[src/rtl/fan_guard_pkg.sv]
package fan_guard_pkg;

  // strobes from the control unit to the datapath
  typedef struct packed {
    logic loadSpin;   // open a full restart window
    logic stepSpin;   // one timebase tick elapsed
    logic bumpRun;    // one more consecutive failure
    logic clearRun;   // passing measurement
  } dpCtl_t;

endpackage

[src/rtl/fan_guard_dp.sv]
module fan_guard_dp
  import fan_guard_pkg::*;
#(
  parameter int CNT_W      = 8,
  parameter int SPIN_TICKS = 2,
  parameter int FAIL_RUN   = 5
) (
  input  logic             clk,
  input  logic             rstN,
  input  logic [CNT_W-1:0] tachCount,
  input  logic [CNT_W-1:0] tachLimit,
  input  dpCtl_t           ctl,
  output logic             overLimit,
  output logic             spinActive,
  output logic             runFull
);

  localparam int SPIN_W = $clog2(SPIN_TICKS + 1);
  localparam int RUN_W  = $clog2(FAIL_RUN + 1);
  localparam logic [SPIN_W-1:0] SPIN_LOAD = SPIN_W'(SPIN_TICKS);
  localparam logic [RUN_W-1:0]  RUN_TOP   = RUN_W'(FAIL_RUN);

  logic [SPIN_W-1:0] spinCnt;
  logic [RUN_W-1:0]  runCnt;

  assign overLimit = tachCount > tachLimit;

  always_ff @(posedge clk or negedge rstN) begin
    if (!rstN) begin
      spinCnt <= '0;
    end else if (ctl.loadSpin) begin
      spinCnt <= SPIN_LOAD;
    end else if (ctl.stepSpin && spinCnt != '0) begin
      spinCnt <= spinCnt - 1'b1;
    end
  end

  always_ff @(posedge clk or negedge rstN) begin
    if (!rstN) begin
      runCnt <= '0;
    end else if (ctl.clearRun) begin
      runCnt <= '0;
    end else if (ctl.bumpRun && runCnt != RUN_TOP) begin
      runCnt <= runCnt + 1'b1;
    end
  end

  assign spinActive = spinCnt != '0;
  assign runFull    = runCnt == RUN_TOP;

endmodule

[src/rtl/fan_guard_ctrl.sv]
module fan_guard_ctrl
  import fan_guard_pkg::*;
(
  input  logic   clk,
  input  logic   rstN,
  input  logic   tachValid,
  input  logic   overLimit,
  input  logic   statusRead,
  input  logic   tick,
  output dpCtl_t ctl,
  output logic   irqFlag
);

  logic failNow;
  logic passNow;

  assign failNow = tachValid & overLimit;
  assign passNow = tachValid & ~overLimit;

  always_comb begin
    ctl          = '0;
    ctl.loadSpin = failNow;
    ctl.stepSpin = tick;
    ctl.bumpRun  = failNow;
    ctl.clearRun = passNow;
  end

  // a new failure outranks a status read in the same cycle
  always_ff @(posedge clk or negedge rstN) begin
    if (!rstN) begin
      irqFlag <= 1'b0;
    end else if (failNow) begin
      irqFlag <= 1'b1;
    end else if (statusRead) begin
      irqFlag <= 1'b0;
    end
  end

endmodule

[src/rtl/fan_restart_guard.sv]
module fan_restart_guard
  import fan_guard_pkg::*;
#(
  parameter int CNT_W      = 8,
  parameter int SPIN_TICKS = 2,
  parameter int FAIL_RUN   = 5
) (
  input  logic             clk,
  input  logic             rstN,
  input  logic [CNT_W-1:0] tachCount,
  input  logic             tachValid,
  input  logic [CNT_W-1:0] tachLimit,
  input  logic             dutyIn,
  input  logic             statusRead,
  input  logic             faultEn,
  input  logic             pwmInvert,
  input  logic             tick,
  output logic             pwmPin,
  output logic             irqOut,
  output logic             fanFailStat,
  output logic             faultPinN
);

  dpCtl_t ctl;
  logic   overLimit;
  logic   spinActive;
  logic   runFull;
  logic   irqFlag;
  logic   driveLvl;

  fan_guard_ctrl u_ctrl (
    .clk        (clk),
    .rstN       (rstN),
    .tachValid  (tachValid),
    .overLimit  (overLimit),
    .statusRead (statusRead),
    .tick       (tick),
    .ctl        (ctl),
    .irqFlag    (irqFlag)
  );

  fan_guard_dp #(
    .CNT_W      (CNT_W),
    .SPIN_TICKS (SPIN_TICKS),
    .FAIL_RUN   (FAIL_RUN)
  ) u_dp (
    .clk        (clk),
    .rstN       (rstN),
    .tachCount  (tachCount),
    .tachLimit  (tachLimit),
    .ctl        (ctl),
    .overLimit  (overLimit),
    .spinActive (spinActive),
    .runFull    (runFull)
  );

  assign driveLvl    = spinActive | dutyIn;
  assign pwmPin      = pwmInvert ? driveLvl : ~driveLvl;
  assign irqOut      = irqFlag;
  assign fanFailStat = irqFlag;
  assign faultPinN   = ~(faultEn & runFull);

endmodule

[config.mk]
export PLATFORM = sky130hd
export DESIGN_NAME = fan_restart_guard
export DESIGN_NICKNAME = d
export VERILOG_FILES = /design/src/rtl/fan_guard_pkg.sv /design/src/rtl/fan_guard_dp.sv /design/src/rtl/fan_guard_ctrl.sv /design/src/rtl/fan_restart_guard.sv
export SDC_FILE = /design/constraint.sdc
export NUM_CORES = 1
export LEC_CHECK = 0
export BUFFER_PORTS_ARGS = -buffer_cell sky130_fd_sc_hd__buf_2
export CAP_MARGIN = 20
export CORE_MARGIN = 1.5
export CORE_UTILIZATION = 23
export CTS_BUF_LIST = sky130_fd_sc_hd__clkbuf_8
export CTS_CLUSTER_DIAMETER = 60
export DETAILED_ROUTE_END_ITERATION = 8
export GPL_TIMING_DRIVEN = 0
export PLACE_DENSITY = 0.5
export SKIP_CTS_REPAIR_TIMING = 1
export SYNTH_ARGS = -nofsm -noshare
export SYNTH_HDL_FRONTEND = slang
export SYNTH_SLANG_ARGS = --single-unit
[constraint.sdc]
create_clock -name clk -period 1.9 [get_ports clk]
set_clock_uncertainty 0.15 [all_clocks]
set_input_delay 0.095 -clock clk [delete_from_list [all_inputs] [get_ports clk]]
set_output_delay 0.095 -clock clk [all_outputs]
set_load 0.02 [all_outputs]
==> results.txt <==
The flow ran to the end, and the final reports show no timing, DRC or antenna violations. No sink is reached through more buffers than the 2 on the longest clock path. The path class of the tightest hold or removal check is input pin to asynchronous set/reset pin.

The count of input and output buffers is 27, and the number of nets produced by synthesis is 98. The count of clock tree sinks came out at 6. Detailed routing placed a total of 70 um of wire on met3. For the initial antenna violation count, the log shows 0. For the worst-skew pair, the clock arrives at the later sink with an insertion delay of 220 ps. For this design the ratio of total power to cell area is 780.4 nW/um^2.

After synthesis, the netlist uses 21 different library cells. Measured in cells, the most critical reg-to-reg path has a length of 4. At the pin with the least slew margin, the transition time is 263.5 ps.

The tools report the routed wire length on met2 as 503 um. The share of cells above drive strength 1 works out to 0.3646. Nature of the critical path startpoint: an input pin. TritonCTS built the clock tree. TritonCTS created 3 clock buffers. STA puts the critical path data required time at 1850 ps.

Leakage power figure: 0.4297 nW. Of all nets on the critical path, the largest fanout is 5. The arrival time at the worst endpoint was 1410 ps. Top routing layer in use: met4.

The area growth from synthesis to layout is 44.16%. After the first detailed-routing iteration, the DRC count stood at 9. Detailed placement ended at an HPWL of 958.3 um. The run gives 0 as the count of final max-slew check failures. The tree is rooted in a clkbuf_8. The logs give 0 for the DRC violation count after routing and 0 for the Yosys warning count. The run gives 7 as the pin count of the biggest net entering global routing. The routed metal-1 wirelength is 532 um.

Category of the most critical setup path: input pin to register. For this design the top-level I/O count stands at 28. Number of endpoints with negative hold slack in the final report: 0. Synthesis produced 63 cells. The repair_antennas step left the layout with diodes totalling 0. The sequential share of the synthesized area was 0.2746; the overall die area was 2679 um^2. In this run the core area contains 17 standard-cell rows.

For this run, the detailed router's first-pass iteration total came to 4. The routed design has 1.121 mm of wire. Register bit total from synthesis: 6.

After detailed routing, the average wire length per cell comes to 9.040 um. The number of H-tree branching levels was 1; the number of global-route vias before repair was 494. The run gives 0.3529 as the final cell utilization of the core. Clock input transition at the sequential cells of the worst setup and hold paths: 40 ps. The synthesized netlist occupies a cell area of 546.8 um^2.

A synthesized cell averages 8.679 um^2. Setup repair after global routing left no endpoint under its margin. The die boundary height was 51.76 um. The number of setup violations in the final report was 0; the total congestion overflow was 0. For the number of nets in the final layout, the log shows 133. Count of maximum capacitance violations: 0. For the starting utilization of the core area, the log shows 0.2448. Using the TritonRoute via totals, the vias-per-cell ratio works out to 4.218. The logs give 2233 um^2 for the core region area and 0 for the remaining antenna violation count. The run gives 0.1011 as the global-route usage over all layers. For this run, the top clock speed supported by timing is 686.7 MHz. Sum of negative setup slack: 0 ps.

Relative slew slack: 0.8243. The final worst-path cycle share is 0.7665, and the clock period minus final worst setup slack is 1456 ps. STA classifies the critical path endpoint as a register.

In this run the horizontal extent of the chip is 51.76 um. The routed layout has 523 vias. The global-route wire length before repair came out at 1.932 mm. Routability-driven placement finished with a final weighted congestion of 0.7168. IR analysis of the VDD net gives a maximum drop of 292.1 uV.
[report_power, final]
part           internal (mW)  switching (mW)  leakage (nW)  total [mW]
Sequential             0.163          0.0209        0.0760       0.184
Clock                  0.136          0.0522        0.0216       0.188
Combinational          0.117           0.127         0.332       0.243
Total                  0.415           0.200         0.430       0.615
[final cells by class]
cell class | count | area [um^2]
inverter | 14 | 52.55
timing repair buffer | 30 | 165.2
fill | 237 | 1445
tap | 28 | 35.03
multi-input combinational | 42 | 336.6
buffer | 1 | 7.507
sequential | 6 | 150.1
clock buffer | 3 | 41.29
[worst max-delay path, cell delays in order]
cell	delay [ps]
buf_2	100
ha_1	290
nor2b_1	140
o211ai_2	140
a21oi_2	70
o21ai_2	240
nor2_1	120
a22o_1	210
[worst paths after layout]
kind	slack, ps	from	end
min in group clk	110	tick	u_dp.spinCnt[1]
hold reg to reg	330	u_dp.spinCnt[1]	u_dp.spinCnt[1]
setup / recovery	440	tachCount[1]	u_dp.runCnt[1]
hold / removal	90	rstN	u_dp.spinCnt[1]
max in group asynchronous	1360	rstN	u_dp.runCnt[0]
setup reg to reg	570	u_dp.runCnt[0]	u_dp.runCnt[0]
[layout by cell type (no fill, tap or decap), drive strengths merged]
| cell | count |
|---|---|
| a21oi | 8 |
| a22o | 2 |
| a31o | 1 |
| buf | 28 |
| clkbuf | 3 |
| dfrtp | 6 |
| dlygate4sd3 | 3 |
| ha | 11 |
| inv | 14 |
| nand2 | 3 |
| nand2b | 2 |
| nand3 | 1 |
| nand4 | 2 |
| nor2 | 2 |
| nor2b | 1 |
| o211ai | 1 |
| o21ai | 3 |
| o221ai | 1 |
| o22ai | 1 |
| or2 | 1 |
| xnor2 | 2 |
[flip-flops by register name, summed over array words and instances (netlist names)]
name,count
u_dp.spinCnt,2
u_ctrl.irqFlag,1
u_dp.runCnt,3
[metal layers]
layer | vias to the layer above | GRT usage
met5 | - | 0
met4 | 0 | 0.05263
met3 | 2 | 0.04598
met2 | 22 | 0.1731
met1 | 217 | 0.1025
li1 | 282 | -
[synthesized netlist by cell type]
cell type / instances / area [um^2]
nand2_1: 3 / 11.26
ha_1: 11 / 137.6
a21oi_2: 1 / 8.760
a22o_1: 2 / 17.52
o21ai_0: 1 / 5.000
o211ai_2: 1 / 12.51
o22ai_1: 1 / 6.260
nand4_1: 2 / 12.51
o221ai_1: 1 / 8.760
buf_4: 1 / 7.510
nand2b_1: 2 / 12.51
nor2b_1: 1 / 6.260
dfrtp_1: 6 / 150.1
or2_1: 1 / 6.260
o21ai_2: 2 / 17.52
inv_1: 14 / 52.55
nand3_1: 1 / 5.000
nor2_1: 2 / 7.510
xnor2_1: 2 / 17.52
a21oi_1: 7 / 35.03
a31o_1: 1 / 8.760
[stage by stage]
stage	worst slack, ps	hold slack, ps	instances	power (mW)	area (um^2)
final	443.7	92.03	124	0.6151	788.3
after global placement	210.2	-225.9	118	0.4135	716.9
after floorplan	426.3	-350.6	63	0.3498	546.8
after global routing	329.0	100.1	124	0.6788	788.3
after CTS	425.2	-460.6	121	0.6212	758.2
after detailed placement	197.2	-223.2	118	0.4245	716.9
[kinds of logic after synthesis]
group                    count (synthesis)  synth area share
AO/OA/AOI/OAI                           17            0.2197
XOR/XNOR                                 2           0.03204
adder cells (fa/ha/maj)                 11            0.2517
buffers and inverters                   15            0.1098
flip-flops                               6            0.2746
AND/OR/NAND/NOR                         12            0.1121
(Power assumes the default switching activity.)
